--- config.mk ---
export PLATFORM = sky130hd
export DESIGN_NAME = lineBurstSeq
export DESIGN_NICKNAME = d
export VERILOG_FILES = /design/src/rtl/burstPkg.sv /design/src/rtl/burstAttrEnc.sv /design/src/rtl/burstCtl.sv /design/src/rtl/burstPath.sv /design/src/rtl/lineBurstSeq.sv
export SDC_FILE = /design/constraint.sdc
export NUM_CORES = 1
export LEC_CHECK = 0
export ABC_AREA = 1
export CAP_MARGIN = 20
export CORE_UTILIZATION = 50
export CTS_BUF_LIST = sky130_fd_sc_hd__clkbuf_8 sky130_fd_sc_hd__clkbuf_16
export DETAILED_ROUTE_END_ITERATION = 8
export DONT_BUFFER_PORTS = 1
export PLACE_DENSITY = 0.74
export RECOVER_POWER = 50
export SYNTH_ARGS = -nofsm -noshare
export SYNTH_HDL_FRONTEND = slang
export SYNTH_SLANG_ARGS = --single-unit
--- constraint.sdc ---
create_clock -name clk -period 2.9 [get_ports clk]
set_clock_uncertainty 0.15 [all_clocks]
set_input_delay 0.58 -clock clk [delete_from_list [all_inputs] [get_ports clk]]
set_output_delay 0.58 -clock clk [all_outputs]
set_load 0.01 [all_outputs]
--- src/rtl/burstPkg.sv ---
package burstPkg;

  typedef enum logic [2:0] {
    KIND_PLAIN = 3'd0,
    KIND_FETCH = 3'd1,
    KIND_FLUSH = 3'd2,
    KIND_PUSH  = 3'd3,
    KIND_XIN   = 3'd4,
    KIND_XOUT  = 3'd5
  } accessKind_e;

  // Control-to-datapath strobes
  typedef struct packed {
    logic load;     // request accepted this cycle
    logic advance;  // current beat acknowledged
    logic finish;   // final beat acknowledged
  } seqStrobes_t;

endpackage

--- src/rtl/burstAttrEnc.sv ---
module burstAttrEnc
  import burstPkg::*;
(
  input  logic        isWrite,
  input  accessKind_e kind,
  input  logic        attrWt,
  input  logic        attrCi,
  output logic        wtOut,
  output logic        ciOut
);

  logic extCtl;

  always_comb begin
    extCtl = (kind == KIND_XIN) || (kind == KIND_XOUT);
    ciOut  = attrCi || extCtl;
    if (!isWrite) begin
      // read: indicator separates fetch from data read
      wtOut = (kind != KIND_FETCH);
    end else begin
      unique case (kind)
        KIND_XOUT:             wtOut = 1'b0;
        KIND_FLUSH, KIND_PUSH: wtOut = 1'b1;
        default:               wtOut = attrWt;
      endcase
    end
  end

endmodule

--- src/rtl/burstCtl.sv ---
module burstCtl
  import burstPkg::*;
#(
  parameter int BEATS = 4,
  localparam int CNT_W = $clog2(BEATS)
) (
  input  logic             clk,
  input  logic             rstN,
  input  logic             reqValid,
  input  logic             reqAligned,
  input  logic             dataAck,
  output logic             reqReady,
  output logic             reqReject,
  output logic             lastBeat,
  output logic             burstDone,
  output logic [CNT_W-1:0] beatCnt,
  output seqStrobes_t      strobes
);

  localparam logic [CNT_W-1:0] LAST_CNT = CNT_W'(BEATS - 1);

  typedef enum logic {ST_IDLE, ST_RUN} seqState_e;

  seqState_e stateQ;
  logic      doneQ;
  logic      rejectQ;
  logic      badReq;
  logic      running;

  always_comb begin
    running         = (stateQ == ST_RUN);
    strobes.load    = !running && reqValid && reqAligned;
    badReq          = !running && reqValid && !reqAligned;
    strobes.advance = running && dataAck;
    strobes.finish  = strobes.advance && (beatCnt == LAST_CNT);
  end

  always_ff @(posedge clk or negedge rstN) begin
    if (!rstN) begin
      stateQ  <= ST_IDLE;
      beatCnt <= '0;
      doneQ   <= 1'b0;
      rejectQ <= 1'b0;
    end else begin
      doneQ   <= strobes.finish;
      rejectQ <= badReq;
      if (strobes.load) begin
        stateQ  <= ST_RUN;
        beatCnt <= '0;
      end else if (strobes.finish) begin
        stateQ  <= ST_IDLE;
        beatCnt <= '0;
      end else if (strobes.advance) begin
        beatCnt <= beatCnt + 1'b1;
      end
    end
  end

  assign reqReady  = !running;
  assign lastBeat  = running && (beatCnt == LAST_CNT);
  assign burstDone = doneQ;
  assign reqReject = rejectQ;

  // a burst only starts from an accepted request
  p_start_needs_req_r1: assert property (@(posedge clk) disable iff (!rstN)
    $rose(running) |-> $past(reqValid && reqReady));

  // no acknowledge, no movement
  p_hold_without_ack_r5: assert property (@(posedge clk) disable iff (!rstN)
    running && !dataAck |=> running && $stable(beatCnt));

  // final acknowledge leads to completion and idle
  p_done_after_last_r6: assert property (@(posedge clk) disable iff (!rstN)
    lastBeat && dataAck |=> burstDone && reqReady);

  // completion is a single-cycle pulse
  p_done_pulse_r6: assert property (@(posedge clk) disable iff (!rstN)
    burstDone |=> !burstDone);

  // a refusal never starts a burst
  p_reject_idle_r10: assert property (@(posedge clk) disable iff (!rstN)
    reqReject |-> reqReady && !lastBeat);

endmodule

--- src/rtl/burstPath.sv ---
module burstPath
  import burstPkg::*;
#(
  parameter int ADDR_W     = 32,
  parameter int BEATS      = 4,
  parameter int BEAT_BYTES = 8,
  localparam int CNT_W     = $clog2(BEATS),
  localparam int OFF_W     = $clog2(BEAT_BYTES),
  localparam int LINE_LSB  = OFF_W + CNT_W
) (
  input  logic              clk,
  input  logic              rstN,
  input  seqStrobes_t       strobes,
  input  logic [CNT_W-1:0]  beatCnt,
  input  logic [ADDR_W-1:0] reqAddr,
  input  logic              reqWrite,
  input  accessKind_e       reqKind,
  input  logic              reqAttrWt,
  input  logic              reqAttrCi,
  output logic              reqAligned,
  output logic [ADDR_W-1:0] busAddr,
  output logic              busWrite,
  output logic              busWt,
  output logic              busCi,
  output logic [CNT_W-1:0]  beatIdx
);

  logic [ADDR_W-LINE_LSB-1:0] lineQ;
  logic [CNT_W-1:0]           startQ;
  logic [CNT_W-1:0]           startNext;
  logic                       wtNext;
  logic                       ciNext;

  burstAttrEnc uAttr (
    .isWrite (reqWrite),
    .kind    (reqKind),
    .attrWt  (reqAttrWt),
    .attrCi  (reqAttrCi),
    .wtOut   (wtNext),
    .ciOut   (ciNext)
  );

  always_comb begin
    reqAligned = (reqAddr[OFF_W-1:0] == '0);
    startNext  = reqWrite ? '0 : reqAddr[LINE_LSB-1:OFF_W];
  end

  always_ff @(posedge clk or negedge rstN) begin
    if (!rstN) begin
      lineQ    <= '0;
      startQ   <= '0;
      busWrite <= 1'b0;
      busWt    <= 1'b0;
      busCi    <= 1'b0;
    end else if (strobes.load) begin
      lineQ    <= reqAddr[ADDR_W-1:LINE_LSB];
      startQ   <= startNext;
      busWrite <= reqWrite;
      busWt    <= wtNext;
      busCi    <= ciNext;
    end
  end

  // wrap inside the line falls out of the counter width
  assign beatIdx = startQ + beatCnt;
  assign busAddr = {lineQ, startQ, {OFF_W{1'b0}}};

  // read starts at the critical double word
  p_read_start_r2: assert property (@(posedge clk) disable iff (!rstN)
    strobes.load && !reqWrite |=> beatIdx == $past(reqAddr[LINE_LSB-1:OFF_W]));

  // each accepted beat steps the index by one, wrapping
  p_step_wrap_r2: assert property (@(posedge clk) disable iff (!rstN)
    strobes.advance && !strobes.finish |=> beatIdx == CNT_W'($past(beatIdx) + 1'b1));

  // writes begin at double word zero
  p_write_start_r3: assert property (@(posedge clk) disable iff (!rstN)
    strobes.load && reqWrite |=> beatIdx == '0);

  // instruction fetch reads negate write-through
  p_fetch_wt_r7: assert property (@(posedge clk) disable iff (!rstN)
    strobes.load && !reqWrite && reqKind == KIND_FETCH |=> !busWt);

  // external control accesses are always cache-inhibited
  p_extctl_ci_r9: assert property (@(posedge clk) disable iff (!rstN)
    strobes.load && (reqKind == KIND_XIN || reqKind == KIND_XOUT) |=> busCi);

  // registered outputs change only on acceptance
  p_hold_outputs_r11: assert property (@(posedge clk) disable iff (!rstN)
    !strobes.load |=> $stable(busAddr) && $stable(busWt) && $stable(busCi) && $stable(busWrite));

endmodule

--- src/rtl/lineBurstSeq.sv ---
module lineBurstSeq
  import burstPkg::*;
#(
  parameter int ADDR_W     = 32,
  parameter int BEATS      = 4,
  parameter int BEAT_BYTES = 8,
  localparam int CNT_W     = $clog2(BEATS)
) (
  input  logic              clk,
  input  logic              rstN,
  input  logic              reqValid,
  input  logic [ADDR_W-1:0] reqAddr,
  input  logic              reqWrite,
  input  logic [2:0]        reqKind,
  input  logic              reqAttrWt,
  input  logic              reqAttrCi,
  input  logic              dataAck,
  output logic              reqReady,
  output logic              reqReject,
  output logic [ADDR_W-1:0] busAddr,
  output logic              busWrite,
  output logic              busWt,
  output logic              busCi,
  output logic [CNT_W-1:0]  beatIdx,
  output logic              lastBeat,
  output logic              burstDone
);

  seqStrobes_t      strobes;
  logic [CNT_W-1:0] beatCnt;
  logic             reqAligned;

  burstCtl #(.BEATS(BEATS)) uCtl (
    .clk        (clk),
    .rstN       (rstN),
    .reqValid   (reqValid),
    .reqAligned (reqAligned),
    .dataAck    (dataAck),
    .reqReady   (reqReady),
    .reqReject  (reqReject),
    .lastBeat   (lastBeat),
    .burstDone  (burstDone),
    .beatCnt    (beatCnt),
    .strobes    (strobes)
  );

  burstPath #(.ADDR_W(ADDR_W), .BEATS(BEATS), .BEAT_BYTES(BEAT_BYTES)) uPath (
    .clk        (clk),
    .rstN       (rstN),
    .strobes    (strobes),
    .beatCnt    (beatCnt),
    .reqAddr    (reqAddr),
    .reqWrite   (reqWrite),
    .reqKind    (accessKind_e'(reqKind)),
    .reqAttrWt  (reqAttrWt),
    .reqAttrCi  (reqAttrCi),
    .reqAligned (reqAligned),
    .busAddr    (busAddr),
    .busWrite   (busWrite),
    .busWt      (busWt),
    .busCi      (busCi),
    .beatIdx    (beatIdx)
  );

endmodule

After elaboration in Yosys (flattened, before gate mapping)
Index checks and enable logic that the tools add are counted.
Storage, ports and cells
  flip-flop bits (word level): 37
  logic and storage cells: 39
Operators by class
  add/sub/neg operators: 2
  equality and inequality tests: 6
  multiplexer cells: 8
  reduce and logical (&&, ||, !) cells: 14
Operators with widths (count)
  $mux 2: 4
  $eq 3x2->1 const B: 2
  $eq 3x3->1 const B: 2
  $logic_and 1x1->1: 6
  $logic_not 3->1: 1
  $mux 1: 3
  $ne 3x1->1 const B: 1
  $reduce_bool 3->1: 1
  $add 2x1->2 const B: 1
  $add 2x2->2: 1
  $eq 2x2->1 const B: 1
  $logic_not 1->1: 2
  $logic_or 1x1->1: 2
  $pmux 1 s2: 1
  $reduce_bool 2->1: 1
  $reduce_or 2->1: 1

Longest topological paths before layout
Gate-level depths: netlist of run 1.
  depth in word-level cells: 4
  gate-level depth with buffers: 7
  mapped depth without buffers: 6

Modules after synthesis
From an unflattened synthesis of run 1, not the netlist that was laid out.
Second synthesis, totals
  cell total of the unflattened synthesis: 190
  area, all modules: 1572.8 µm²
Modules (own cells, without submodules)
  burstPath: times used 1, cells an instance 149, area an instance 1271.2 µm²
  burstCtl: times used 1, cells an instance 28, area an instance 247.7 µm²
  burstAttrEnc: times used 1, cells an instance 13, area an instance 53.8 µm²

Worst setup path before layout of run 1
No wires, ideal clock.
  kind: register -> output
  from: register uPath.startQ[0]
  to: output port beatIdx[1]
  arrival: 871 ps
  required time: 2170 ps
  path slack: 1299 ps
  stages on the path, launching flop included: 3
  path buffers: 0
  path through: dfrtp_1 > ha_1 > xnor2_1
Between the ends
  word-level cells in the longest chain between the ends: 1
RTL lines
  start, declared: line burstPath.sv:29  | logic [CNT_W-1:0] startQ;
  start signal, assigned: line burstPath.sv:57  | startQ <= startNext;
  $add 2x2->2: line burstPath.sv:65  | assign beatIdx = startQ + beatCnt;
  end, declared: line lineBurstSeq.sv:24  | output logic [CNT_W-1:0] beatIdx,
No other way between the ends.

Worst setup path in the final report of run 1
Same ends and word-level chain as after synthesis.

==> results of run 1 <==
## critical path, stage by stage (launching register included)
cell and delay [ps]:
dfrtp_1 440, ha_1 230, xnor2_1 280
## cells in the mapped netlist
master,instances,share of area
a21oi_1,1,0.0031
buf_4,3,0.014
buf_6,6,0.042
conb_1,1,0.0023
dfrtp_1,37,0.58
ha_1,2,0.016
inv_1,9,0.021
inv_2,2,0.0047
nand2_1,104,0.24
nand2_2,2,0.0078
nand3_1,4,0.012
nand3_4,1,0.011
nor2_1,5,0.012
nor2_4,2,0.014
o21ai_0,3,0.0094
xnor2_1,2,0.011
## registers in the layout, summed over array words and instances, names as in the netlist
register and count:
uPath.busCi 1, uPath.busWrite 1, uCtl.reqReject 1, uPath.lineQ 27, uCtl.beatCnt 2, uCtl.burstDone 1, uPath.startQ 2, uPath.busWt 1
uCtl.running 1
## cell type report
cell class,count,area share
well taps,44,0.0319
multi-input cells,129,0.322
clock inverters,2,0.0196
clock buffers,6,0.0479
repair buffers,2,0.0174
inverters,11,0.0239
flip-flops and latches,37,0.537
## report_power, final
part / switching (uW) / internal [uW] / total, uW
Combinational: 210 / 134 / 344
Clock: 157 / 276 / 433
Sequential: 259 / 738 / 997
## logic make-up (layout without fill, tap and decap cells)
logic type	Yosys count	after routing	synth area share
other	1	3	0.00234
xor gates and xnor gates	2	2	0.0109
and+or+nand+nor	118	118	0.300
buffers and inverters	20	21	0.0818
DFF	37	37	0.577
adders and majority gates	2	2	0.0156
AOI/OAI and AO/OA	4	4	0.0125
## path summary, 6_finish.rpt
| check | from | end | slack (ps) | depth (start not counted) |
|---|---|---|---|---|
| max reg2reg | uCtl.running | uPath.busCi | 1220 | 5 |
| min | reqAddr[30] | uPath.lineQ[25] | 270 | 2 |
| min reg2reg | uPath.lineQ[19] | uPath.lineQ[19] | 390 | 2 |
| min in group asynchronous | rstN | uPath.lineQ[9] | 650 | 2 |
| max in group asynchronous | rstN | uPath.lineQ[16] | 1770 | 2 |
| max | uPath.startQ[0] | beatIdx[1] | 950 | 2 |
## routing by layer
metal  vias to the layer above  routed length (um)  share of wire  GRT usage
met4                         0                  14         0.0049     0.0612
met5                         -                   0              0          0
met1                       535                1070           0.37      0.161
met2                        63                1540           0.54      0.353
li1                        545                   -              -          -
met3                         2                 244          0.085     0.0593
## metrics by stage
step / cell area [um2] / utilization / hold slack (ps)
after floorplan: 1610 / - / 134
final: 1720 / 0.565 / 274
after detailed placement: 1580 / 0.517 / 135
after global routing: 1720 / 0.565 / 263
after CTS: 1720 / 0.565 / 262
after global placement: 1580 / 0.517 / 135
## what timing repair did
action | CTS | global route
setup endpoints to repair | 0 | 0
hold endpoints to repair | 37 | 0
hold buffers | 2 | 0
==> results.ini, run 1 <==
[status]
outcome = complete, no violations

[layout]
n_fill_cell = 298
final_cell_mix = nand2_1 (104), dfrtp_1 (37), inv_1 (11)
final_nets = 230
regArea_um2 = 926
final_cells = 231
num_antenna_cells = 0
synthToLayoutAreaGrowth_pct = 7.40
multi_input_area_um2 = 556
layout_commonest_cell = nand2_1
drive_gt1_frac = 0.0749

[clock_tree]
clockBufferDepth = 2
cts.sinks = 37
cts_tree = done
cts_resized = 0
post_cts_buffers = 0
root_buffer = clkbuf_8
numCtsBuffers = 5
clk_pin_slew_ps = 70
cts_htree_levels = 2
clock_latency_ps = 270

[global_routing]
overflow = 0
grt_pass1_vias = 1090
track_usage = 0.176
antenna_found_initial = 0
grt_max_degree = 38
grt_pass1_wl_um = 4440

[placement]
pre_cts_slack_ps = 1110
gp_congestion = 0.766
portBuffers = 0
hpwl_um = 2090
dp_cells = 221

[power]
power.leakage_uw = 0.000965
worst_ir_drop_vdd_mv = 0.451
power_density_nw_per_um2 = 1030
power.total_uw = 1770

[routing]
antenna_left = 0
num_vias = 1145
viasPerCell = 4.96
post_drt_wl_per_cell_um = 12.4
drcViolationCount = 0
drt-pass1-iter-count = 4
drt_iter0_drc = 64
routed_wl_um = 2870

[logic_synthesis]
syn_area_um2 = 1610
syn_area_per_cell_um2 = 8.72
ys_types = 16
yosysWarnings = 0
ys_ff_latch = 37
ys_seq_area_frac = 0.577
synth_cells = 184

[job]
drv_cap = 0

[worst_hold_path]
hold_class = in2reg

[timing]
rsz0062_at_grt = no
hold_viol = 0
slew_violations = 0
fin_crit_sh = 0.672
layout_min_cycle_time_ps = 1950
fin_ws_ps = 950
slew_headroom = 0.589
fin_setup_tns_ps = 0
fmax_mhz = 513
final-setup-viol-count = 0
worstMarginPinSlew_ps = 615

[floorplanning]
start_util = 0.526
die_area_um2 = 3440
die_w_um = 58.7
core_um2 = 3050
die-height_um = 58.7
rows = 20
pin_count = 83

[setup_path]
critPathArrivalTime_ps = 1220
crit_path_end_kind = output port
crit_fanout = 3
cp.required_ps = 2170
cp-start-kind = flip-flop
worst-setup-path-type = reg2out

No activity file was read; power rests on OpenSTA's default activity.
==> run 2, diff against run 1 <==
clock period = 1.95 ns   (was 2.9 ns; I/O delays follow)
==> run 2 against run 1 <==
Flip-flop and latch count unchanged. Register-to-register slack worse by 830 ps. Critical endpoint unchanged. Setup slack worse by 780 ps. Cell area down 1.7%.
==> results.ini, run 2 (synthesis results as in run 1) <==
[timing]
fin_ws_ps = 169  ; -781 ps
rsz0062_at_grt = no
slew_violations = 0  ; unchanged
hold_viol = 0  ; unchanged
layout_min_cycle_time_ps = 1780
final-setup-viol-count = 0  ; unchanged
slew_headroom = 0.423  ; -0.166
worstMarginPinSlew_ps = 865  ; +250 ps
holdWs_ps = 82.3  ; -192 ps
fin_crit_sh = 0.913
fmax_mhz = 562
fin_setup_tns_ps = 0  ; unchanged

[clock_tree]
root_buffer = clkbuf_8
numCtsBuffers = 5  ; unchanged
post_cts_buffers = 0  ; unchanged
clockBufferDepth = 2  ; unchanged
cts.sinks = 37  ; unchanged
clock_latency_ps = 270  ; about the same
cts_tree = done
cts_htree_levels = 2  ; unchanged
clk_pin_slew_ps = 70  ; about the same

[placement]
hpwl_um = 2030  ; -2.8%
pre_cts_slack_ps = 442  ; -664 ps
gp_congestion = 0.796  ; +3.9%
portBuffers = 0  ; unchanged

[worst_hold_path]
hold_class = in2reg
hold_start = reqAddr[17]

[global_routing]
grt_pass1_vias = 1028  ; -5.7%
grt_pass1_wl_um = 4130  ; -7.0%
antenna_found_initial = 0  ; unchanged
overflow = 0  ; unchanged
met1_usage = 0.174  ; +0.0128
grt_max_degree = 38  ; unchanged
grt.met2_usage = 0.287  ; -0.0657
gr-usage-met3 = 0.0549  ; -0.00440
track_usage = 0.162  ; -0.0133
busiest_layer = met2

[routing]
post_drt_wl_per_cell_um = 11.9  ; -4.0%
num_vias = 1132  ; -1.1%
drcViolationCount = 0  ; unchanged
drt_iter0_drc = 32  ; -50%
drt-pass1-iter-count = 4  ; unchanged
routed_wl_um = 2760  ; -3.6%
antenna_left = 0  ; unchanged
viasPerCell = 4.88  ; -1.6%

[setup_path]
critPathArrivalTime_ps = 1240  ; +20 ps
crit_fanout = 3  ; unchanged
r2r_start = uCtl.running
cp.required_ps = 1410  ; -760 ps
worst-setup-path-type = reg2out
cp-startpoint = uPath.startQ[0]
cp-start-kind = flip-flop
crit_path_end_kind = output port

[floorplanning]
start_util = 0.526  ; unchanged
rows = 20  ; unchanged
die_w_um = 58.7  ; unchanged
die_area_um2 = 3440  ; unchanged
die-height_um = 58.7  ; unchanged
pin_count = 83  ; unchanged
core_um2 = 3050  ; unchanged

[layout]
num_antenna_cells = 0  ; unchanged
final_cell_mix = nand2_1 (104), dfrtp_1 (37), inv_1 (11)
layout_commonest_cell = nand2_1
synthToLayoutAreaGrowth_pct = 5.61
top_regs = uPath.lineQ (27), uCtl.beatCnt (2), uPath.startQ (2)
final_nets = 231  ; +0.43%
largest_register = uPath.lineQ
n_fill_cell = 290  ; -2.7%
regArea_um2 = 926  ; unchanged
multi_input_area_um2 = 556  ; unchanged
drive_gt1_frac = 0.0798  ; +0.00492
largest_register_ffs = 27  ; unchanged

[power]
worst_ir_drop_vdd_mv = 0.707  ; +57%
power_density_nw_per_um2 = 1460  ; +41%
power.leakage_uw = 0.000955  ; -1.1%

[job]
drv_cap = 0  ; unchanged

[status]
outcome = complete, no violations

## run 2: layer usage
layer	vias up	wire length, um
met5	-	0
met4	0	13
met3	2	233
met2	55	1420
met1	529	1100
li1	546	-
## run 2: what timing repair did
item | in CTS | in global routing
hold buffers | 2 | 0
hold endpoints to repair | 37 | 0
gates resized for setup | 0 | 0
setup endpoints to repair | 0 | 0
## run 2: worst paths after layout
kind / slack, ps / depth (start not counted) / end
max: 170 / 2 / beatIdx[1]
min: 80 / 2 / uPath.lineQ[12]
max reg2reg: 390 / 5 / uPath.busWrite
min reg2reg: 390 / 2 / uPath.lineQ[19]
max in group asynchronous: 490 / 2 / uCtl.beatCnt[1]
min in group asynchronous: 620 / 2 / uPath.lineQ[18]
## run 2: report_power, final
group / switching [uW] / leakage (uW) / internal, uW
clock network: 237 / 0.0000491 / 242
logic: 310 / 0.000432 / 200
registers: 383 / 0.000473 / 1100
## run 2: stage by stage
stage	std cells	instance area (um2)	util	total power [uW]
2_1_floorplan	186	1610	-	1870
3_5_place_dp	222	1600	0.523	2000
5_1_grt	232	1700	0.555	2650
3_3_place_gp	222	1600	0.523	1950
4_1_cts	232	1710	0.560	2510
6_report	232	1700	0.555	2470
## run 2: cell type report
type | instances | share of cell area
Inverter | 11 | 0.0244
Multi-Input combinational cell | 129 | 0.328
Timing Repair Buffer | 3 | 0.0207
Tap cell | 44 | 0.0325
Clock buffer | 5 | 0.0406
Clock inverter | 3 | 0.00812
Sequential cell | 37 | 0.546
## run 2: critical path: stages (launching register included)
cell and delay [ps]:
dfrtp_1 430, ha_1 230, xnor2_1 300
==> run 3, diff against run 2 <==
RECOVER_POWER = not set   (was 50)
==> run 3 against run 2 <==
Highest routed layer unchanged. Routed wire length is 0.14% higher. Fmax is 0.15% higher. Utilization is 0.49 points higher. Register-to-register slack better by 60 ps. Cell area is 0.89% higher. Critical path depth stayed put. Via count is 0.35% lower. Critical path type unchanged. Global-route usage stayed put.
==> results.ini, run 3 (synthesis results as in run 1) <==
[floorplanning]
die_area_um2 = 3440  ; unchanged
start_util = 0.526  ; unchanged
die-height_um = 58.7  ; unchanged
die_w_um = 58.7  ; unchanged
pin_count = 83  ; unchanged
rows = 20  ; unchanged
core_um2 = 3050  ; unchanged

[setup_path]
crit_path_end_kind = output port
worst-setup-path-type = reg2out
reg2reg_depth = 6  ; +1
r2r-end = uPath.busWrite
cp.required_ps = 1410  ; about the same
r2r_start = uCtl.running
cp-startpoint = uPath.startQ[0]
cp-start-kind = flip-flop
slowest_stage = dfrtp_1
crit_chain = ha_1 -> xnor2_1
critPathArrivalTime_ps = 1240  ; about the same
rrSetupSlack_ps = 450  ; +60 ps
cpPeakStageDelay_ps = 430  ; about the same
crit_fanout = 3  ; unchanged
worstSetupEndpoint = beatIdx[1]

[layout]
final_nets = 231  ; unchanged
synthToLayoutAreaGrowth_pct = 6.55
top_regs = uPath.lineQ (27), uCtl.beatCnt (2), uPath.startQ (2)
drive_gt1_frac = 0.0851  ; +0.00532
n_fill_cell = 288  ; -0.69%
final_cell_mix = nand2_1 (104), dfrtp_1 (37), inv_1 (10)
layout_commonest_cell = nand2_1
largest_register_ffs = 27  ; unchanged
design_area_um2 = 1710  ; +0.89%
largest_register = uPath.lineQ
fin_util = 0.560  ; +0.00492
num_antenna_cells = 0  ; unchanged

[timing]
fmax_mhz = 562  ; +0.15%
fin_crit_sh = 0.912  ; -0.00136
fin_setup_tns_ps = 0  ; unchanged
layout_min_cycle_time_ps = 1780  ; -2.65 ps
slew_violations = 0  ; unchanged
rsz0062_at_grt = no
final-setup-viol-count = 0  ; unchanged
hold_viol = 0  ; unchanged

[placement]
gp_congestion = 0.796  ; unchanged
portBuffers = 0  ; unchanged
placed_cell_area_um2 = 1600  ; unchanged
hpwl_um = 2030  ; unchanged

[clock_tree]
clock_latency_ps = 270  ; about the same
cts_resized = 0  ; unchanged
clockBufferDepth = 2  ; unchanged
cts.sinks = 37  ; unchanged
cts_hold_buf = 2  ; unchanged
cts_tree = done
root_buffer = clkbuf_8
post_cts_buffers = 0  ; unchanged
numCtsBuffers = 5  ; unchanged
cts_htree_levels = 2  ; unchanged
clk_pin_slew_ps = 70  ; about the same

[global_routing]
grt_pass1_wl_um = 4130  ; unchanged
grt_pass1_vias = 1028  ; unchanged
antenna_found_initial = 0  ; unchanged
grt_max_degree = 38  ; unchanged
track_usage = 0.162  ; unchanged
overflow = 0  ; unchanged

[routing]
drt_iter0_drc = 31  ; -3.1%
routed_wl_um = 2770  ; +0.14%
drcViolationCount = 0  ; unchanged
drt-pass1-iter-count = 3  ; -1
num_vias = 1128  ; -0.35%
viasPerCell = 4.86  ; -0.35%
post_drt_wl_per_cell_um = 11.9  ; +0.14%
antenna_left = 0  ; unchanged

[worst_hold_path]
min_delay_path_depth = 2  ; unchanged
hold_class = in2reg

[power]
power.leakage_uw = 0.000959  ; +0.44%
power_density_nw_per_um2 = 1450  ; -0.57%
worst_ir_drop_vdd_mv = 0.707  ; about the same

[job]
drv_cap = 0  ; unchanged

[status]
outcome = complete, no violations

==> run 3: cell types whose count changed in the layout (fill, tap and decap cells not counted) <==
cell      previous run  this run
inv_1               11        10
clkbuf_2             1         0
inv_2                1         2
buf_12               1         2
==> run 3: through the flow <==
| stage | cells | total power (uW) | hold slack (ps) | setup WS, ps |
|---|---|---|---|---|
| after detailed placement | 222 | 2000 | -54.9 | 442 |
| final | 232 | 2480 | 82.3 | 172 |
| after global placement | 222 | 1950 | -55.0 | 506 |
| after floorplan | 186 | 1870 | -55.6 | 539 |
| after CTS | 232 | 2510 | 72.8 | 160 |
| after global routing | 232 | 2660 | 75.5 | 139 |
==> run 3: worst min path at each step <==
stage	slack [ps]	endpoint	start
4_1_cts	70	uPath.lineQ[9]	reqAddr[14]
5_1_grt	80	uPath.lineQ[6]	reqAddr[11]
6_report	80	uPath.lineQ[12]	reqAddr[17]
3_3_place_gp	-50	uPath.lineQ[16]	rstN
2_1_floorplan	-60	uCtl.beatCnt[0]	rstN
3_5_place_dp	-50	uPath.busWt	rstN
==> run 3: routing by layer <==
| layer | up-vias | GRT usage | routed length (um) |
|---|---|---|---|
| met5 | - | 0 | 0 |
| met4 | 0 | 0.0782 | 13 |
| met3 | 2 | 0.0549 | 227 |
| met2 | 52 | 0.287 | 1420 |
| met1 | 527 | 0.174 | 1110 |
| li1 | 547 | - | - |
==> run 3: cell type report <==
type / count / area (um2) / area share
multi-input combinational: 129 / 556 / 0.325
tap: 44 / 55.1 / 0.0322
sequential: 37 / 926 / 0.541
clock buffer: 5 / 68.8 / 0.0402
inverter: 11 / 41.3 / 0.0241
clock inverter: 3 / 13.8 / 0.00805
timing repair buffer: 3 / 50.0 / 0.0293
==> run 3: power breakdown <==
group / internal [uW] / switching, uW
combinational: 204 / 311
sequential: 1100 / 385
clock: 242 / 237
==> run 3: worst max-delay path, delay by kind of cell (launching register included) <==
family,cells,cell delay (ps)
fa+ha+maj,1,230
xor+xnor,1,300
flops,1,430
